$ cat config.mk
export PLATFORM = sky130hd
export DESIGN_NAME = dual_master_link_sel
export DESIGN_NICKNAME = d
export VERILOG_FILES = /design/src/rtl/dmls_pkg.sv /design/src/rtl/dmls_ctl_regs.sv /design/src/rtl/dmls_target.sv /design/src/rtl/dmls_switch_ctl.sv /design/src/rtl/dual_master_link_sel.sv
export SDC_FILE = /design/constraint.sdc
export NUM_CORES = 1
export LEC_CHECK = 0
export ABC_AREA = 1
export CORE_MARGIN = 3
export CORE_UTILIZATION = 35
export DETAILED_ROUTE_END_ITERATION = 10
export PLACE_DENSITY = 0.74
export SYNTH_ARGS = -nofsm -noshare
export SYNTH_HDL_FRONTEND = slang
export SYNTH_SLANG_ARGS = --single-unit
$ cat constraint.sdc
create_clock -name clk -period 1.5 [get_ports clk]
set_input_delay 0.3 -clock clk [delete_from_list [all_inputs] [get_ports clk]]
set_output_delay 0.3 -clock clk [all_outputs]
set_load 0.01 [all_outputs]
$ cat src/rtl/dmls_pkg.sv
package dmls_pkg;
    localparam int NUM_M  = 2;
    localparam int REG_W  = 8;
    // field positions of the control byte (decoded by upstream masters)
    localparam int B_OWN      = 0;
    localparam int B_OTH_OWN  = 1;
    localparam int B_ON       = 2;
    localparam int B_OTH_ON   = 3;
    localparam int B_RECOVER  = 4;
    localparam int B_TEST     = 6;
    localparam int B_TEST_OTH = 7;

    typedef struct packed {
        logic test_oth;
        logic test_self;
        logic recover;
        logic on;
        logic own;
    } ctl_t;

    typedef enum logic [1:0] {
        SW_IDLE = 2'd0,
        SW_GAP  = 2'd1,
        SW_RCV  = 2'd2
    } sw_state_e;
endpackage

$ cat src/rtl/dmls_ctl_regs.sv
module dmls_ctl_regs
    import dmls_pkg::*;
#(
    parameter bit BOOT_CH0_ON = 1'b1
) (
    input  logic             clk,
    input  logic             rst_n,
    input  logic             wr_en,
    input  logic             wr_master,
    input  logic [REG_W-1:0] wr_data,
    output logic [NUM_M-1:0] own_o,
    output logic [NUM_M-1:0] on_o,
    output logic [NUM_M-1:0] recover_o,
    output logic [REG_W-1:0] rd_o [NUM_M]
);
    localparam ctl_t CTL_ZERO = '{default: 1'b0};

    ctl_t [NUM_M-1:0] bank_d, bank_q;

    always_comb begin
        bank_d = bank_q;
        if (wr_en) begin
            bank_d[wr_master].test_oth  = wr_data[B_TEST_OTH];
            bank_d[wr_master].test_self = wr_data[B_TEST];
            bank_d[wr_master].recover   = wr_data[B_RECOVER];
            bank_d[wr_master].on        = wr_data[B_ON];
            bank_d[wr_master].own       = wr_data[B_OWN];
        end
    end

    always_ff @(posedge clk or negedge rst_n) begin
        if (!rst_n) begin
            bank_q       <= {NUM_M{CTL_ZERO}};
            bank_q[0].on <= BOOT_CH0_ON;
        end else begin
            bank_q <= bank_d;
        end
    end

    for (genvar gi = 0; gi < NUM_M; gi++) begin : g_view
        localparam int OTH = NUM_M - 1 - gi;
        localparam bit INV = (gi != 0);
        assign own_o[gi]     = bank_q[gi].own;
        assign on_o[gi]      = bank_q[gi].on;
        assign recover_o[gi] = bank_q[gi].recover;
        always_comb begin
            rd_o[gi]             = '0;
            rd_o[gi][B_TEST_OTH] = bank_q[gi].test_oth;
            rd_o[gi][B_TEST]     = bank_q[gi].test_self;
            rd_o[gi][B_RECOVER]  = bank_q[gi].recover;
            rd_o[gi][B_OTH_ON]   = bank_q[OTH].on;
            rd_o[gi][B_ON]       = bank_q[gi].on;
            rd_o[gi][B_OTH_OWN]  = bank_q[OTH].own ^ INV;
            rd_o[gi][B_OWN]      = bank_q[gi].own;
        end
    end
endmodule

$ cat src/rtl/dmls_target.sv
module dmls_target
    import dmls_pkg::*;
(
    input  logic [NUM_M-1:0] own_i,
    input  logic [NUM_M-1:0] on_i,
    output logic             tgt_on_o,
    output logic             tgt_ch_o
);
    always_comb begin
        tgt_on_o = ^on_i;
        tgt_ch_o = tgt_on_o ? (^own_i) : 1'b0;
    end
endmodule

$ cat src/rtl/dmls_switch_ctl.sv
module dmls_switch_ctl
    import dmls_pkg::*;
#(
    parameter bit BOOT_CH0_ON = 1'b1
) (
    input  logic             clk,
    input  logic             rst_n,
    input  logic             wr_en,
    input  logic             wr_master,
    input  logic [NUM_M-1:0] stop_det,
    input  logic             rcv_done,
    input  logic             tgt_on,
    input  logic             tgt_ch,
    input  logic [NUM_M-1:0] recover,
    output logic [NUM_M-1:0] conn_en,
    output logic [NUM_M-1:0] lost_pulse,
    output logic             rcv_start
);
    typedef struct packed {
        sw_state_e        st;
        logic [NUM_M-1:0] conn;
        logic [NUM_M-1:0] lost;
        logic             rcv_go;
        logic             cur_on;
        logic             cur_ch;
        logic             pend;
        logic             last_wr;
        logic             use_rcv;
    } sw_t;

    localparam sw_t SW_RST = '{
        st:      SW_IDLE,
        conn:    (BOOT_CH0_ON ? 2'b01 : 2'b00),
        lost:    '0,
        rcv_go:  1'b0,
        cur_on:  BOOT_CH0_ON,
        cur_ch:  1'b0,
        pend:    1'b0,
        last_wr: 1'b0,
        use_rcv: 1'b0
    };

    sw_t q, d;
    logic fire;
    logic differs;

    always_comb begin
        d        = q;
        d.lost   = '0;
        d.rcv_go = 1'b0;
        fire     = q.pend && stop_det[q.last_wr];
        differs  = (tgt_on != q.cur_on) || (tgt_on && (tgt_ch != q.cur_ch));
        unique case (q.st)
            SW_IDLE: begin
                if (fire) begin
                    d.pend = 1'b0;
                    if (differs) begin
                        if (q.cur_on) d.lost[q.cur_ch] = 1'b1;
                        d.conn    = '0;
                        d.cur_on  = tgt_on;
                        d.cur_ch  = tgt_ch;
                        d.use_rcv = recover[q.last_wr];
                        if (tgt_on) d.st = SW_GAP;
                    end
                end
            end
            SW_GAP: begin
                if (q.use_rcv) begin
                    d.rcv_go = 1'b1;
                    d.st     = SW_RCV;
                end else begin
                    d.conn[q.cur_ch] = 1'b1;
                    d.st             = SW_IDLE;
                end
            end
            SW_RCV: begin
                if (rcv_done) begin
                    d.conn[q.cur_ch] = 1'b1;
                    d.st             = SW_IDLE;
                end
            end
            default: d.st = SW_IDLE;
        endcase
        if (wr_en) begin
            d.pend    = 1'b1;
            d.last_wr = wr_master;
        end
    end

    always_ff @(posedge clk or negedge rst_n) begin
        if (!rst_n) q <= SW_RST;
        else        q <= d;
    end

    assign conn_en    = q.conn;
    assign lost_pulse = q.lost;
    assign rcv_start  = q.rcv_go;
endmodule

$ cat src/rtl/dual_master_link_sel.sv
module dual_master_link_sel
    import dmls_pkg::*;
#(
    parameter bit BOOT_CH0_ON = 1'b1
) (
    input  logic             clk,
    input  logic             rst_n,
    input  logic             wr_en,
    input  logic             wr_master,
    input  logic [REG_W-1:0] wr_data,
    input  logic [NUM_M-1:0] stop_det,
    input  logic             rcv_done,
    output logic [NUM_M-1:0] conn_en,
    output logic [NUM_M-1:0] lost_pulse,
    output logic             rcv_start,
    output logic [REG_W-1:0] rd_data_m0,
    output logic [REG_W-1:0] rd_data_m1
);
    logic [NUM_M-1:0] own_w, on_w, recover_w;
    logic [REG_W-1:0] rd_w [NUM_M];
    logic             tgt_on_w, tgt_ch_w;

    dmls_ctl_regs #(.BOOT_CH0_ON(BOOT_CH0_ON)) regs_i (
        .clk       (clk),
        .rst_n     (rst_n),
        .wr_en     (wr_en),
        .wr_master (wr_master),
        .wr_data   (wr_data),
        .own_o     (own_w),
        .on_o      (on_w),
        .recover_o (recover_w),
        .rd_o      (rd_w)
    );

    dmls_target target_i (
        .own_i    (own_w),
        .on_i     (on_w),
        .tgt_on_o (tgt_on_w),
        .tgt_ch_o (tgt_ch_w)
    );

    dmls_switch_ctl #(.BOOT_CH0_ON(BOOT_CH0_ON)) sw_i (
        .clk        (clk),
        .rst_n      (rst_n),
        .wr_en      (wr_en),
        .wr_master  (wr_master),
        .stop_det   (stop_det),
        .rcv_done   (rcv_done),
        .tgt_on     (tgt_on_w),
        .tgt_ch     (tgt_ch_w),
        .recover    (recover_w),
        .conn_en    (conn_en),
        .lost_pulse (lost_pulse),
        .rcv_start  (rcv_start)
    );

    assign rd_data_m0 = rd_w[0];
    assign rd_data_m1 = rd_w[1];
endmodule

Word level (Yosys, flattened, before mapping)
Index checks and enable logic that the tools add are counted.
Operators by class
  order comparisons: 5
  eq/ne operators: 9
  multiplexer cells: 37
  reductions and logical operators: 15
  bitwise operators: 2
Operators by type and width (number)
  10-bit bitwise mux: 5
  5-bit demux with 1-bit select: 5
  2-bit 2-to-1 mux: 7
  6-bit 2-to-1 mux: 2
  2-bit case mux with 3 select lines: 2
  1-bit 2-to-1 mux: 11
  4-bit 2-to-1 mux: 2
  1-bit by 2-bit less-than comparator with 1-bit output (second input constant): 3
  2-bit by 1-bit != test with 1-bit output (second input constant): 3
  5-bit 2-to-1 mux: 1
  5-bit AND reduction: 1
  1-bit logical AND: 4
  2-bit != test (second input constant): 2
  4-bit AND reduction: 1
  2-bit nonzero test: 2
  2-bit parity: 2
  3-bit 2-to-1 mux: 1
  3-bit AND reduction: 1
  3-bit nonzero test: 1
  2-bit by 1-bit equality test with 1-bit output (second input constant): 1
  2-bit equality test (second input constant): 1
  1-bit greater-or-equal comparator (second input constant): 2
  2-bit zero test: 1
  1-bit != test: 2
  5 further kinds: 5
Word-level totals
  bits of input ports: 15
  output and inout port bits: 21
  logic and storage cells: 87
  bits in registers: 22

Longest topological paths before layout
Gate-level depths: netlist of run 1.
  word-level depth: 9
  mapped depth: 10
  mapped depth without buffers: 10

By module
From an unflattened synthesis of run 1, not the netlist that was laid out.
Unflattened totals
  cell total of the unflattened synthesis: 156
  area total of the unflattened synthesis: 1257.5 um^2
Modules (own cells, without submodules)
  dmls_switch_ctl: sequential area each 302.8 um^2, cells an instance 87, instances 1, area an instance 715.7 um^2
  dmls_ctl_regs: sequential area each 251.5 um^2, cells an instance 57, instances 1, area an instance 496.7 um^2
  dmls_target: sequential area each 0.0 um^2, cells an instance 12, instances 1, area an instance 45.0 um^2

Least setup slack after synthesis of run 1
Ideal clock, no wire load.
  path type: flip-flop to flip-flop
  from: register sw_i.q[11] in the netlist's numbering
  to: register sw_i.q (netlist bit sw_i.conn_en[1])
  clock period less this slack: 1387 ps
  setup time: 117 ps
  arrival: 1270 ps
  stages on the path, launching flop included: 10
  path buffers: 0
  data required time: 1383 ps
  path slack: 113 ps
  cells stage by stage: dfrtp_1 > inv_1 > ha_1 > nand2_1 > inv_2 > or2_0 > a21oi_1 > nand3_2 > nand2_1 > nand2_1
On the way
  word-level cells in the longest chain between the ends: 3
  elaborated cells on any way between the ends: 10
  those cells by class: 6 x eq/ne; 1 x mux; 3 x reduce/logical
Ends and longest elaborated chain
  start, declared: RTL line dmls_switch_ctl.sv:43  | sw_t q, d;
  start signal, assigned: RTL line dmls_switch_ctl.sv:91  | if (!rst_n) q <= SW_RST;
  start signal, assigned: RTL line dmls_switch_ctl.sv:92  | else q <= d;
  2-bit by 1-bit equality test with 1-bit output, or another cell as far along: RTL line dmls_switch_ctl.sv:53  | unique case (q.st)
  2-bit != test (no line), or another cell as far along
  5-bit AND reduction (no line)
Several ways; a longest one is shown, not always the timed one.
A chain may end at the register's enable or synchronous reset.

Final worst setup path of run 1
  from: register sw_i.q[11] in the netlist's numbering
  to: register sw_i.q[0] in the netlist's numbering
On the way
  word-level cells in the longest chain between the ends: 2
Ends and longest elaborated chain (RTL line)
  2-bit zero test: dmls_switch_ctl.sv:53
  3-bit AND reduction (no line)
No other way between the ends.

==> results of run 1 <==
-- kinds of logic (layout without fill, tap and decap cells) --
family                     Yosys count  in the layout
AOI/OAI and AO/OA                   18             18
adders and majority gates            4              4
buffers and inverters               32             69
DFF                                 22             22
muxes                                1              1
other                                1              2
and+or+nand+nor                     61             61
-- per-stage QoR --
step	TNS (ns)	hold WS, ns
floorplan	0	0.00441
global placement	-0.623	0.463
detailed placement	-1.04	0.468
CTS	-0.0144	0.333
global route	-0.126	0.337
finish	0	0.323
-- cell type report --
type / instances / share of cell area
inverter: 21 / 0.0502
clock buffer: 3 / 0.0135
sequential: 22 / 0.333
timing repair buffer: 44 / 0.231
multi-input combinational: 86 / 0.322
clock inverter: 1 / 0.0180
tap: 44 / 0.0330
-- registers in the layout (all words and copies together) (netlist names) --
name and count:
regs_i.rd_o 6, sw_i.lost_pulse 2, sw_i.rcv_start 1, sw_i.q 7, regs_i.on_o 2, sw_i.conn_en 2, regs_i.own_o 2
-- critical path, delay by kind of cell, from the launching register on --
family	cells	cell delay (ns)
DFF	1	0.45
adders and majority gates	1	0.25
and+or+nand+nor	4	0.44
buffers and inverters	3	0.24
-- path summary, 6_finish.rpt --
path	to	cells past startpoint
max	sw_i.q[0]	8
min	regs_i.own_o[1]	2
max reg2reg	sw_i.q[0]	8
min reg2reg	sw_i.conn_en[0]	2
max in group asynchronous	sw_i.conn_en[0]	2
min in group clk	sw_i.conn_en[0]	2
-- layer usage --
metal	track usage	up-vias	wire length (um)
met5	0	-	0
met4	0.0554	0	42
met3	0.0225	5	99
met2	0.233	20	1290
met1	0.148	472	1070
li1	-	496	-
-- power breakdown --
group	internal (W)	total, W	switching (W)
registers	0.000737	0.000829	0.0000913
logic	0.000450	0.00105	0.000602
clock network	0.000270	0.000458	0.000188
-- synthesized netlist by cell type --
library cell,n
sky130_fd_sc_hd__nand2_1,38
sky130_fd_sc_hd__dfrtp_1,19
sky130_fd_sc_hd__inv_1,18
sky130_fd_sc_hd__buf_4,9
sky130_fd_sc_hd__o21ai_0,7
sky130_fd_sc_hd__o21ai_1,7
sky130_fd_sc_hd__ha_1,4
sky130_fd_sc_hd__nand4_1,4
sky130_fd_sc_hd__nor2_1,4
sky130_fd_sc_hd__dfstp_2,3
sky130_fd_sc_hd__nand2_2,3
sky130_fd_sc_hd__a21oi_1,2
sky130_fd_sc_hd__clkbuf_1,2
sky130_fd_sc_hd__inv_2,2
sky130_fd_sc_hd__nand2_4,2
sky130_fd_sc_hd__nand3_1,2
sky130_fd_sc_hd__nand3_2,2
sky130_fd_sc_hd__nor3_2,2
sky130_fd_sc_hd__or2_0,2
sky130_fd_sc_hd__conb_1,1
sky130_fd_sc_hd__inv_4,1
sky130_fd_sc_hd__mux2_2,1
sky130_fd_sc_hd__nor2_4,1
sky130_fd_sc_hd__nor2_8,1
sky130_fd_sc_hd__o211ai_2,1
sky130_fd_sc_hd__o21ai_2,1
-- what timing repair did --
| action | in CTS | in global routing |
|---|---|---|
| gates resized for setup | 19 | 29 |
| endpoints found under the setup margin | 19 | 15 |
| pin swaps | 0 | 7 |
| setup buffers | 9 | 3 |
==> results by stage, run 1 <==
Clock network:
- The CTS H-tree depth is 1.
- The number of clock buffers inserted by TritonCTS is 3.
- The later pin in the worst-skew pair is clocked with a latency of between 0.3 and 0.4 ns.
- The root cell of the clock tree is sky130_fd_sc_hd__clkbuf_4.
- Clock tree synthesis found a total of 22 sinks.
- After clock tree synthesis, the flow added hold-fix buffers numbering 0.
- The number of buffers on the longest clock path is 2.
- TritonCTS built the clock tree.
- The clock edge transition at the registers on the reported setup and hold paths is 0.13 ns.

Flow run:
- Max-cap violations in this run came to 0.

Synth:
- Of all cell types, the one taking the most synthesized area is sky130_fd_sc_hd__dfrtp_1.
- The average cell area after synthesis is 8.60 um2.
- The share of synthesized area in the top cell type comes to 0.398.
- After synthesis, the cell types taking the most area are sky130_fd_sc_hd__dfrtp_1, sky130_fd_sc_hd__nand2_1, sky130_fd_sc_hd__dfstp_2.
- By area, the combinational part of the netlist is dominated by simple AND/OR/NAND/NOR gates.
- The portion of synthesized area spent on multiplexers is 0.00942.
- Counting every instance in the synthesized netlist gives between 100 and 150.
- The share of the synthesized area in compound gates (AO/OA/AOI/OAI) was 0.0848.
- For this run, the register share of the synthesized area comes to 0.464.
- The number of flip-flops and latches in the synthesized netlist is 22.
- The distinct cell type count after synthesis is 26.
- Of the total synthesized cell area, the portion taken by full adders, half adders and majority gates is 0.0419.
- The area share of and/or/nand/nor cells after synthesis is 0.266.
- The synthesized netlist occupies a cell area of roughly 1200 um2.
- The number of synthesis warnings is 0.
- Of the total synthesized cell area, the portion taken by XOR and XNOR cells is 0.

Status:
- The flow ran to the end, and the final reports show no timing, DRC or antenna violations.

Power and ir drop:
- The design draws 0.00234 W.
- The worst ir drop on vdd is 0.587 mV.
- The leakage power total is 0.904 nW.
- The cell area power density is 1400 nW/um2.

Timing:
- The final max-slew violation count is 0.
- Setup repair after global routing could not meet its margin everywhere.
- The worst-case headroom to the max-slew limit is 0.634.
- The actual slew at the worst max-slew pin is 0.549 ns.
- The final-report setup violation count is 0.
- Timing would allow up to 685 MHz.
- On the final layout, the worst clock skew is 0.00678 ns.
- The clock period could shrink to 1.46 ns.
- Setup slack closes at 0.0404 ns.
- Dividing the final minimum period by the clock period gives 0.973.
- The number of hold-slack violations in the final timing report came to 0.

Layout:
- The filler-free cell count of the finished design is 221.
- The final instance area is 1670 um2.
- Counting the fill cells in the layout gives 325.
- The library cells used most frequently in the layout, excluding fill and tap cells, are sky130_fd_sc_hd__nand2_1, sky130_fd_sc_hd__dfrtp_1, sky130_fd_sc_hd__inv_1, sky130_fd_sc_hd__dlygate4sd2_1, sky130_fd_sc_hd__buf_4.
- In the final layout, the multi-input gates occupy between 500 and 600 um2.
- The area growth from synthesis to layout is 39.8%.
- The final cell utilization of the core is 0.530.
- The net count of the finished layout is 197.
- The fraction of final layout cells sized beyond drive strength 1 is 0.328.
- The sequential cell area is about 560 um2.
- The most frequent standard cell in the layout excluding fill and tap cells is sky130_fd_sc_hd__nand2_1.
- 0 antenna diodes ended up in the layout.

Worst setup path:
- STA classifies the critical path endpoint as a flop.
- The worst stage delay on the critical path is 0.45 ns.
- The critical path is of the reg2reg type.
- The highest net fanout along the worst path is 5.
- The source of the worst register-to-register timing path is sw_i.q[11].
- The critical path arrival is 1.68 ns.
- The startpoint kind of the worst setup timing path is a flop.
- The critical path startpoint is sw_i.q[11].
- Among all stages on the critical path, the largest delay is contributed by sky130_fd_sc_hd__dfrtp_1.
- The data required time of the worst path is about 1.7 ns.
- The signal on the critical path passes through inv_2 -> buf_4 -> ha_2 -> nand2_1 -> nor2_8 -> inv_4 -> nand2_1 -> nand2_1.
- The dominant cell type by count on the critical path is sky130_fd_sc_hd__nand2_1.
- The setup slack of the most critical reg-to-reg path is 0.04 ns.

Global route:
- Entering global routing, the biggest net connects 23 pins.
- The number of antenna violations at the first check in global routing is 0.
- The total routing usage reported by global routing is 0.129.
- The first global-routing pass estimated between 4000 and 5000 um of wire.
- Global routing finished with a remaining overflow of 0.
- The via count of the first global-routing pass came to 986.

Floorplan:
- The number of core rows is 20.
- The die is 64.4 um wide.
- For this configuration, the core starts out at a cell density of 0.379.
- The floorplan die area is 4150 um2.
- The total area inside the core boundary comes to 3150 um2.
- The floorplan step set the die height to 64.4 um.
- The total I/O pin count is 36.

Detailed routing:
- After detailed routing, the number of vias per cell comes to between 4 and 5.
- The number of DRC markers in iteration 0 is 35.
- The detailed-routing iteration count for the pre-antenna-repair pass is 4.
- After detailed routing, the average wire length per cell comes to 11.3 um.
- The total vias in the final route is 993.
- For this block, the routed nets add up to 2500 um of wire.
- The count of nets left with antenna violations after detail routing is 0.
- The post-route DRC violation count is 0.

Place:
- The routability congestion estimate from global placement is 0.711.
- The port buffer count is 30.
- At the placement stage, the worst setup path has a slack of -0.130 ns.
- The cell count after placement is roughly 210.
- The total half-perimeter wirelength after legalization and detailed placement is between 1500 and 2000 um.
- The placement-stage cell area is 1500 um2.

Min path:
- The kind of path behind the tightest hold check is in2async.
No activity file was read; power rests on OpenSTA's default activity.
==> inputs of run 2 (changes only) <==
Settings changed: CORE_UTILIZATION 35 to 40, PLACE_DENSITY 0.74 to 0.82, TNS_END_PERCENT from default to 50.
==> run 2 against run 1 <==
Against the previous run: clock power is 29% lower; sequential share of layout area increased by 2.2 points; combinational power fell by 8%; cell count is 8.6% lower; utilization rose by 2.9 points; critical path type unchanged.
==> results by stage, run 2 (synthesis gave the netlist of run 1 again) <==
Worst setup path:
- The category of the critical setup timing path is reg2reg.
- The number of buffers and inverters on the critical path is 2.
- The startpoint kind of the worst setup timing path is a flop.
- STA puts the critical path data required time at 1.71 ns.
- The endpoint kind of the worst setup timing path is a flop.
- In this design, the largest share of critical-path delay is due to simple AND/OR/NAND/NOR gates.
- The largest individual stage delay along the critical path comes from the cell sky130_fd_sc_hd__dfrtp_1.
- Of all nets on the critical path, the largest fanout is 4.
- The critical path goes through inv_2 -> ha_4 -> nand2_2 -> inv_2 -> or2_0 -> a21oi_2 -> nand3_2 -> nand2_1 -> nand2_1.
- The critical path arrival is 1.68 ns.
- On the worst path, the slowest cell contributes a delay of 0.43 ns.

Floorplan:
- The number of core rows is 19.
- The floorplan die area is 3680 um2.
- The floorplan step set the die width to 60.7 um.
- The starting utilization of the core area is 0.426.
- Measured along the y axis, the die boundary spans 60.7 um.
- The total I/O pin count is 36.
- The region available for standard cell placement spans roughly 2800 um2.

Layout:
- The library cell used most frequently in the layout, excluding fill and tap cells, is sky130_fd_sc_hd__nand2_1.
- Of the cells placed in the final design, the portion with a size suffix greater than 1 is 0.228.
- From synthesis to final layout, the design area changed by 31.2%.
- The register with the most flip-flops in the layout has 7 of them.
- 0 antenna diodes ended up in the layout.
- The register with the most flip-flops is sw_i.q.
- In the layout the commonest cells are sky130_fd_sc_hd__nand2_1, sky130_fd_sc_hd__dfrtp_1, sky130_fd_sc_hd__inv_1, sky130_fd_sc_hd__dlygate4sd2_1, sky130_fd_sc_hd__clkdlybuf4s50_1.
- The net count of the finished layout is 191.
- Once layout is done, the placed cells without fillers occupy around 1600 um2.
- The filler cell count is 242.

Detailed routing:
- After detailed routing, the total wire length is between 2000 and 2500 um.
- The post-route DRC violation count is 0.
- The total vias in the final route is 941.
- In the final routing, the length of wire on met1 measures approximately 970 um.
- Detailed routing placed a total of roughly 1100 um of wire on met2.
- In the final routed layout, each cell accounts on average for approximately 11 um.
- The detailed-routing iteration count for the pre-antenna-repair pass is 4.
- The count of nets left with antenna violations after detail routing is 0.
- The number of DRC markers in iteration 0 is 20.
- Using the TritonRoute via totals, the vias-per-cell ratio works out to 4.66.
- The detailed router used layers up to and including met4.
- The met3 routed wirelength is 157 um.

Status:
- The run finished with clean final reports.

Timing:
- In the finished design, the share of the clock period the worst path needs comes to 0.981.
- Setup violations remaining at the end of the flow were counted as 0.
- The final total negative setup slack is 0 ns.
- The number of hold-slack violations in the final timing report is 0.
- Based on the critical path, the design can be clocked at up to between 600 and 700 MHz.
- The shortest period the worst path allows is ~1.5 ns.
- The final max-slew violation count came to 0.
- The final clock skew is 0.00638 ns.
- Setup repair after global routing could not meet its margin everywhere.

Clock network:
- Clock tree synthesis selected as its root buffer the cell sky130_fd_sc_hd__clkbuf_4.
- TritonCTS created 3 clock buffers.
- The clock edge transition at the registers on the reported setup and hold paths is 0.12 ns.
- TritonCTS built the clock tree.
- The clock drives 22 sinks.
- The clock latency reported for the late side of the worst-skew pair is 0.31 ns.
- The number of buffers on the longest clock path is 2.
- After clock tree synthesis, the flow added hold-fix buffers numbering 0.
- The CTS H-tree depth is 1.

Place:
- The routability congestion estimate from global placement is 0.761.
- The port buffer count is 30.
- The placement-stage cell area is 1490 um2.
- Detailed placement ended at an HPWL of 1630 um.

Global route:
- The maximum number of pins on one net before global-route repair is 23.
- After global routing the overflow that remains totals 0.
- The via count of the first global-routing pass is between 800 and 900.
- The global-route wire length before repair is around 3600 um.
- The number of antenna violations at the first check in global routing was 0.
- The total routing usage reported by global routing is 0.131.

Power and ir drop:
- The leakage power total is 0.868 nW.
- The worst-case IR drop observed on VDD is 0.679 mV.
- Power spread over the standard cell area amounts to ~1400 nW/um2.

Flow run:
- The number of max-cap violations is 0.

Min path:
- The kind of path behind the tightest hold check is in2async.
-- run 2: what timing repair did --
| item | in CTS | in global routing |
|---|---|---|
| buffers inserted | 4 | 1 |
| pin swaps | 0 | 4 |
| gates resized for setup | 18 | 12 |
| setup endpoints to repair | 18 | 10 |
-- run 2: cell type report --
class / instances / area, um2 / share of cell area
repair buffers: 38 / 347 / 0.221
inverters: 21 / 81.3 / 0.0519
multi-input cells: 86 / 509 / 0.325
flip-flops and latches: 22 / 556 / 0.354
clock buffers: 4 / 36.3 / 0.0231
well taps: 31 / 38.8 / 0.0247
-- run 2: final timing paths --
kind                       slack [ns]             from               to  cells past startpoint
max                              0.03       sw_i.q[11]  sw_i.conn_en[1]                      9
max reg2reg                      0.03       sw_i.q[11]  sw_i.conn_en[1]                      9
min reg2reg                      0.49  sw_i.conn_en[0]  sw_i.conn_en[0]                      2
min in group clk                 0.49  sw_i.conn_en[0]  sw_i.conn_en[0]                      2
max in group asynchronous        0.89            rst_n        sw_i.q[4]                      2
min                              0.33            rst_n   regs_i.on_o[1]                      2
-- run 2: per-layer routing --
metal  vias up  track usage
li1        486            -
met1       423        0.145
met2        29        0.237
met3         3       0.0511
met4         0       0.0279
met5         -            0
-- run 2: through the flow --
| stage | setup slack, ns | hold WS, ns | cells | total power [W] | util |
|---|---|---|---|---|---|
| after global placement | -0.0931 | 0.458 | 193 | 0.00176 | 0.529 |
| final | 0.0288 | 0.332 | 202 | 0.00212 | 0.559 |
| after detailed placement | -0.116 | 0.471 | 193 | 0.00179 | 0.529 |
| after floorplan | 0.113 | 0.00441 | 140 | 0.00151 | - |
| after global routing | -0.0716 | 0.341 | 202 | 0.00229 | 0.559 |
| after CTS | 0.00705 | 0.334 | 201 | 0.00210 | 0.548 |
-- run 2: report_power, final --
part | total, W | leakage, nW | internal [W] | switching [W]
logic | 0.000962 | 0.574 | 0.000406 | 0.000556
registers | 0.000838 | 0.273 | 0.000738 | 0.000101
clock network | 0.000323 | 0.0210 | 0.000148 | 0.000174
total | 0.00212 | 0.868 | 0.00129 | 0.000831
